--- config.mk ---
export PLATFORM = sky130hd
export DESIGN_NAME = extint_ctrl
export DESIGN_NICKNAME = d
export VERILOG_FILES = /design/src/rtl/extint_pkg.sv /design/src/rtl/extint_sync.sv /design/src/rtl/extint_line.sv /design/src/rtl/extint_arb.sv /design/src/rtl/extint_ctrl.sv
export SDC_FILE = /design/constraint.sdc
export NUM_CORES = 1
export LEC_CHECK = 0
export CORE_ASPECT_RATIO = 1.5
export CORE_MARGIN = 2
export CORE_UTILIZATION = 56
export DETAILED_ROUTE_END_ITERATION = 10
export PLACE_DENSITY = 0.91
export SLEW_MARGIN = 20
export SYNTH_ARGS = -nofsm -noshare
export SYNTH_HDL_FRONTEND = slang
export SYNTH_SLANG_ARGS = --single-unit
--- constraint.sdc ---
create_clock -name clk -period 1.8 [get_ports clk]
set_clock_uncertainty 0.15 [all_clocks]
set_input_delay 0.27 -clock clk [delete_from_list [all_inputs] [get_ports clk]]
set_output_delay 0.27 -clock clk [all_outputs]
set_load 0.01 [all_outputs]
--- src/rtl/extint_pkg.sv ---
package extint_pkg;

    typedef enum logic [1:0] {
        SENSE_LOW  = 2'b00,
        SENSE_ANY  = 2'b01,
        SENSE_FALL = 2'b10,
        SENSE_RISE = 2'b11
    } sense_e;

    typedef enum logic [1:0] {
        ARB_IDLE   = 2'b00,
        ARB_REQ    = 2'b01,
        ARB_RETIRE = 2'b10
    } arb_state_e;

    localparam int ADDR_EN     = 0;
    localparam int ADDR_FLAG   = 1;
    localparam int ADDR_SENSE0 = 2;

endpackage

--- src/rtl/extint_sync.sv ---
module extint_sync #(
    parameter int WIDTH = 8
) (
    input  logic             clk,
    input  logic             rst_n,
    input  logic [WIDTH-1:0] d_in,
    output logic [WIDTH-1:0] d_out
);
    logic [WIDTH-1:0] stage1_q;
    logic [WIDTH-1:0] stage2_q;

    always_ff @(posedge clk or negedge rst_n) begin
        if (!rst_n) begin
            stage1_q <= '0;
            stage2_q <= '0;
        end else begin
            stage1_q <= d_in;
            stage2_q <= stage1_q;
        end
    end

    assign d_out = stage2_q;
endmodule

--- src/rtl/extint_line.sv ---
module extint_line
    import extint_pkg::*;
(
    input  logic       clk,
    input  logic       rst_n,
    input  logic       pin_s,
    input  logic [1:0] sense,
    input  logic       clr,
    output logic       flag_o,
    output logic       lvl_o
);
    sense_e mode;
    logic   prev_q;
    logic   flag_q;
    logic   rise;
    logic   fall;
    logic   hit;

    assign mode = sense_e'(sense);
    assign rise = pin_s & ~prev_q;
    assign fall = ~pin_s & prev_q;

    always_comb begin
        unique case (mode)
            SENSE_LOW:  hit = 1'b0;
            SENSE_ANY:  hit = rise | fall;
            SENSE_FALL: hit = fall;
            SENSE_RISE: hit = rise;
            default:    hit = 1'b0;
        endcase
    end

    always_ff @(posedge clk or negedge rst_n) begin
        if (!rst_n) begin
            prev_q <= 1'b0;
            flag_q <= 1'b0;
        end else begin
            prev_q <= pin_s;
            if (mode == SENSE_LOW) flag_q <= 1'b0;
            else if (hit)          flag_q <= 1'b1;
            else if (clr)          flag_q <= 1'b0;
        end
    end

    assign flag_o = flag_q;
    assign lvl_o  = (mode == SENSE_LOW) & ~pin_s;


    level_flag_chk: assert property (@(posedge clk) disable iff (!rst_n)
        (mode == SENSE_LOW) |=> !flag_q);

    flag_keep_chk: assert property (@(posedge clk) disable iff (!rst_n)
        (flag_q && !clr && mode != SENSE_LOW) |=> flag_q);

    edge_flag_chk: assert property (@(posedge clk) disable iff (!rst_n)
        hit |=> flag_q);
endmodule

--- src/rtl/extint_arb.sv ---
module extint_arb
    import extint_pkg::*;
#(
    parameter int N_LINES = 8,
    localparam int IDX_W  = (N_LINES > 1) ? $clog2(N_LINES) : 1
) (
    input  logic               clk,
    input  logic               rst_n,
    input  logic [N_LINES-1:0] pend,
    input  logic               ack,
    output logic               irq_req,
    output logic [IDX_W-1:0]   irq_idx,
    output logic [N_LINES-1:0] ack_clr
);
    arb_state_e       state_q, state_d;
    logic [IDX_W-1:0] idx_q, idx_d;
    logic [IDX_W-1:0] win;

    always_comb begin
        win = '0;
        for (int i = N_LINES - 1; i >= 0; i--) begin
            if (pend[i]) win = IDX_W'(i);
        end
    end

    always_comb begin
        state_d = state_q;
        idx_d   = idx_q;
        unique case (state_q)
            ARB_IDLE: begin
                if (|pend) begin
                    state_d = ARB_REQ;
                    idx_d   = win;
                end
            end
            ARB_REQ: begin
                if (ack)               state_d = ARB_RETIRE;
                else if (!pend[idx_q]) state_d = ARB_IDLE;
            end
            ARB_RETIRE: state_d = ARB_IDLE;
            default:    state_d = ARB_IDLE;
        endcase
    end

    always_ff @(posedge clk or negedge rst_n) begin
        if (!rst_n) begin
            state_q <= ARB_IDLE;
            idx_q   <= '0;
        end else begin
            state_q <= state_d;
            idx_q   <= idx_d;
        end
    end

    always_comb begin
        irq_req = (state_q == ARB_REQ);
        irq_idx = idx_q;
        ack_clr = '0;
        if (state_q == ARB_REQ && ack) ack_clr[idx_q] = 1'b1;
    end


    ack_retire_chk: assert property (@(posedge clk) disable iff (!rst_n)
        (irq_req && ack) |=> !irq_req);

    idx_hold_chk: assert property (@(posedge clk) disable iff (!rst_n)
        (irq_req && !ack) |=> (!irq_req || $stable(irq_idx)));

    req_raise_chk: assert property (@(posedge clk) disable iff (!rst_n)
        (state_q == ARB_IDLE && |pend) |=> irq_req);
endmodule

--- src/rtl/extint_ctrl.sv ---
module extint_ctrl
    import extint_pkg::*;
#(
    parameter int N_LINES   = 8,
    parameter int DATA_W    = 8,
    localparam int LPR      = DATA_W / 2,
    localparam int SENSE_RG = (N_LINES + LPR - 1) / LPR,
    localparam int ADDR_W   = $clog2(ADDR_SENSE0 + SENSE_RG),
    localparam int IDX_W    = (N_LINES > 1) ? $clog2(N_LINES) : 1
) (
    input  logic               clk,
    input  logic               rst_n,
    input  logic [N_LINES-1:0] ext_pin,
    input  logic               gie,
    input  logic               reg_wr,
    input  logic [ADDR_W-1:0]  reg_addr,
    input  logic [DATA_W-1:0]  reg_wdata,
    output logic [DATA_W-1:0]  reg_rdata,
    output logic               irq_req,
    output logic [IDX_W-1:0]   irq_idx,
    input  logic               irq_ack
);
    logic [N_LINES-1:0]      pin_s;
    logic [N_LINES-1:0]      en_q;
    logic [N_LINES-1:0][1:0] sense_q;
    logic [N_LINES-1:0]      flag;
    logic [N_LINES-1:0]      lvl;
    logic [N_LINES-1:0]      clr;
    logic [N_LINES-1:0]      ack_clr;
    logic [N_LINES-1:0]      pend;
    logic                    wr_en, wr_flag;

    assign wr_en   = reg_wr && (reg_addr == ADDR_W'(ADDR_EN));
    assign wr_flag = reg_wr && (reg_addr == ADDR_W'(ADDR_FLAG));

    extint_sync #(.WIDTH(N_LINES)) u_sync (
        .clk  (clk),
        .rst_n(rst_n),
        .d_in (ext_pin),
        .d_out(pin_s)
    );

    always_ff @(posedge clk or negedge rst_n) begin
        if (!rst_n) begin
            en_q    <= '0;
            sense_q <= '0;
        end else begin
            if (wr_en) en_q <= reg_wdata[N_LINES-1:0];
            for (int i = 0; i < N_LINES; i++) begin
                if (reg_wr && reg_addr == ADDR_W'(ADDR_SENSE0 + i / LPR))
                    sense_q[i] <= reg_wdata[(i % LPR) * 2 +: 2];
            end
        end
    end

    for (genvar g = 0; g < N_LINES; g++) begin : g_line
        assign clr[g] = (wr_flag && reg_wdata[g]) || ack_clr[g];
        extint_line u_line (
            .clk   (clk),
            .rst_n (rst_n),
            .pin_s (pin_s[g]),
            .sense (sense_q[g]),
            .clr   (clr[g]),
            .flag_o(flag[g]),
            .lvl_o (lvl[g])
        );
    end

    assign pend = (flag | lvl) & en_q & {N_LINES{gie}};

    extint_arb #(.N_LINES(N_LINES)) u_arb (
        .clk    (clk),
        .rst_n  (rst_n),
        .pend   (pend),
        .ack    (irq_ack),
        .irq_req(irq_req),
        .irq_idx(irq_idx),
        .ack_clr(ack_clr)
    );

    always_comb begin
        reg_rdata = '0;
        if (reg_addr == ADDR_W'(ADDR_EN))   reg_rdata[N_LINES-1:0] = en_q;
        if (reg_addr == ADDR_W'(ADDR_FLAG)) reg_rdata[N_LINES-1:0] = flag;
        for (int i = 0; i < N_LINES; i++) begin
            if (reg_addr == ADDR_W'(ADDR_SENSE0 + i / LPR))
                reg_rdata[(i % LPR) * 2 +: 2] = sense_q[i];
        end
    end


    no_req_without_gie_chk: assert property (@(posedge clk) disable iff (!rst_n)
        !gie |=> !irq_req);

    req_has_pend_chk: assert property (@(posedge clk) disable iff (!rst_n)
        (irq_req && !irq_ack && $past(irq_req)) |-> $past(|pend));
endmodule

==> results by group <==
Yosys
  – Cell count after synthesis: between 200 and 300
  – Syn Nets: between 200 and 300
  – Register bit count reported by yosys: 61
  – Unique cell type count in the Yosys netlist: 46
  – Avg Cell Area, Syn: about 12 um2
  – Post-synthesis sequential area ratio: 0.4929
  – Post-Syn Area: 0.003097 mm2
  – Number of enable-type register cells in the synthesized netlist: 0
  – FFs w/ async S/R, synth: 1.000
  – Primary FF master, synth: sky130_fd_sc_hd__dfrtp_1
  – Synth warn: 0

CTS
  – CTS tree: yes
  – Level count of the clock H-tree: 3
  – Clk Tree Root Cell: sky130_fd_sc_hd__clkbuf_8
  – Clock transition at the registers of the reported paths: approximately 0.070 ns
  – Clock latency on the worst-skew pair: ~0.34 ns
  – Clk sinks: slightly above 60
  – Inserted Clock Buffers: 9
  – Max Root-Sink Buffers: 2

Timing
  – Worst rel slew slack: 0.7529
  – Fin crit period: a little under 2 ns
  – Final setup fails: 10
  – Slew at the pin closest to its max-slew limit: about 0.36 ns
  – Unrepaired setup endpoints after global routing: true
  – Period Utilization, post-route: 1.072
  – Maximum clock rate: around 0.52 GHz
  – Slew Viols, Final: 0
  – Hold slack final: just over 0.2 ns
  – Minimum setup slack in the final design: -0.1289 ns
  – Total count of hold-check failures in the final report: 0

Placement
  – Post-detail-place hpwl: 5.700 mm
  – Routability-driven placement congestion ratio: 0.9844
  – Number of input and output port buffers inserted: 34
  – Placed standard-cell area: ~0.0039 mm2

Die
  – Effective utilization at floorplan: 0.5725
  – Die Area: a little over 0.006 mm2
  – Horizontal die dimension: roughly 65 um
  – Die boundary height: between 90 and 100 um
  – Boundary Pins: 35
  – Core Box Area: around 0.0054 mm2
  – Row Count: 33

Min path
  – Worst min path class: flip-flop to flip-flop

Global route
  – Total routing usage reported by global routing: 0.3077
  – Number of global-route vias before repair: around 2,800
  – Residual overflow from global routing: 0
  – First-pass GRT wire length: between 10 and 15 mm
  – Number of antenna violations at the first check in global routing: 0
  – Largest net degree at the start of global routing: 62

Finish
  – Share of the core filled with cells in the final layout: 0.8048
  – Fraction of layout instances using a drive strength above 1: 0.4215
  – Layout filler cell count: between 200 and 300
  – Area of the multi-input gates: between 0.0015 and 0.002 mm2
  – Commonest cells after routing, fill and taps aside: sky130_fd_sc_hd__dfrtp_1 (57), sky130_fd_sc_hd__buf_4 (53), sky130_fd_sc_hd__a21oi_1 (27)
  – Area growth syn-to-layout: 40.57%
  – Antenna cell count: 0
  – Most common cell after layout, fill and taps aside: sky130_fd_sc_hd__dfrtp_1
  – Sequential Area: around 0.0015 mm2
  – Final net count: slightly below 400
  – Summed area of non-filler cells in the final layout: 0.004353 mm2

Routing
  – Post-route DRC: 0
  – Per-cell routed wire length: 21.68 um
  – Count of routing violations after the opening detailed-route iteration: roughly 280
  – Routed Antenna Nets: 0
  – Ratio of routed vias to standard cells: about 6.4
  – Wire length after detailed routing: 9.387 mm
  – Vias after detailed routing: 2,773
  – Number of iterations in the first detailed-routing pass: 5

Critical path
  – Nature of the critical path startpoint: flip-flop
  – Worst Path Max Fanout: 5
  – Required time at the endpoint of the critical path: between 1.5 and 2 ns
  – Element type at the critical path end: flip-flop
  – Arrival time at the worst endpoint: about 2.0 ns
  – Type of the setup path with the least slack: flip-flop to flip-flop

Pwr
  – Total power: 5324 uW
  – Static Leakage: about 0.0020 uW
  – Highest ir drop seen on vdd: 0.8186 mV
  – Pwr dens: 1223 mW/mm2

Run status
  – Status: complete, but fails checks
  – Violations in the final reports: setup timing

Job
  – Max-cap violation count: 0
[cell type report]
| type | count | share of cell area |
|---|---|---|
| multi-input combinational | 169 | 0.3573 |
| clock inverter | 4 | 0.01092 |
| timing repair buffer | 99 | 0.2110 |
| tap | 70 | 0.02012 |
| inverter | 18 | 0.01552 |
| sequential | 61 | 0.3518 |
| clock buffer | 12 | 0.03334 |
[cells by family (layout without fill, tap and decap cells)]
family,count (synthesis),in the layout,share of synthesized area
AOI/OAI and AO/OA,73,73,0.1657
muxes,34,34,0.1547
adders and majority gates,16,16,0.06465
and+or+nand+nor,46,46,0.08849
buffers and inverters,24,133,0.03354
DFF,61,61,0.4929
[path summary, 6_finish.rpt]
kind	from	end	slack (ns)	cells past startpoint
hold reg to reg	u_sync.stage1_q[1]	u_sync.d_out[1]	0.20	0
hold / removal	u_sync.stage1_q[1]	u_sync.d_out[1]	0.20	0
setup reg to reg	sense_q[10]	u_arb.state_q[0]	-0.13	6
max in group asynchronous	rst_n	u_arb.irq_idx[0]	0.90	3
min in group asynchronous	rst_n	u_sync.stage1_q[3]	0.31	3
setup / recovery	sense_q[10]	u_arb.state_q[0]	-0.13	6
[Yosys cell counts (all sizes together), types with 2 or more instances]
library cell / instances / area, um2
a221oi: 7 / 61.31
inv: 18 / 67.56
or2: 6 / 37.54
nor2: 14 / 55.06
a21o: 2 / 15.01
o2111ai: 4 / 41.29
nand2b: 2 / 12.51
nand3: 3 / 15.01
nor2b: 3 / 21.27
o311ai: 2 / 17.52
nor3: 8 / 60.06
o21bai: 2 / 15.01
clkbuf: 2 / 7.510
o211a: 2 / 20.02
mux2: 25 / 285.3
a31oi: 2 / 12.51
nand2: 3 / 11.26
a21oi: 27 / 135.1
ha: 16 / 200.2
o21ai: 12 / 63.81
buf: 4 / 28.78
o211ai: 9 / 100.1
mux4: 8 / 183.9
o31ai: 2 / 15.01
dfrtp: 61 / 1526
[sequential cells by signal, indices dropped and copies added, names as in the netlist]
signal / count
g_line.u_line.prev_q: 8
u_arb.state_q: 2
u_sync.stage1_q: 8
u_sync.d_out: 8
g_line.u_line.flag_o: 8
sense_q: 16
en_q: 8
u_arb.irq_idx: 3
[critical path, cell delays in order, from the launching register on]
cell and delay [ns]:
sky130_fd_sc_hd__dfrtp_1 0.41, sky130_fd_sc_hd__buf_4 0.17, sky130_fd_sc_hd__nor3_4 0.22, sky130_fd_sc_hd__nor2_1 0.07
sky130_fd_sc_hd__o311ai_1 0.34, sky130_fd_sc_hd__a21boi_1 0.17, sky130_fd_sc_hd__o31ai_1 0.29
[metal layers]
metal / routed length (um) / global-route usage
met4: 717 / 0.2323
met5: 0 / 0
met2: 4704 / 0.5189
met3: 664 / 0.06021
met1: 3300 / 0.3402
[power by group]
part,internal [uW],total (uW),switching (uW)
Sequential,1640,1840,202
Combinational,1150,2280,1130
Clock,673,1200,531
[metrics by stage]
step	setup slack (ns)	TNS, ns	cells
after global placement	-0.6090	-9.373	405
after CTS	-0.04505	-0.1486	427
after global routing	-0.2427	-0.8576	433
final	-0.1289	-0.4246	433
after detailed placement	-0.6447	-10.72	405
after floorplan	0.1940	0	254
[what timing repair did]
action | 4_1_cts | 5_1_grt
buffers inserted | 5 | 7
endpoints found under the setup margin | 13 | 13
hold buffers | 1 | 0
endpoints found under the hold margin | 61 | 0
pin swaps | 3 | 9
resized for setup | 51 | 23
Power figures use the tool's default switching activity.
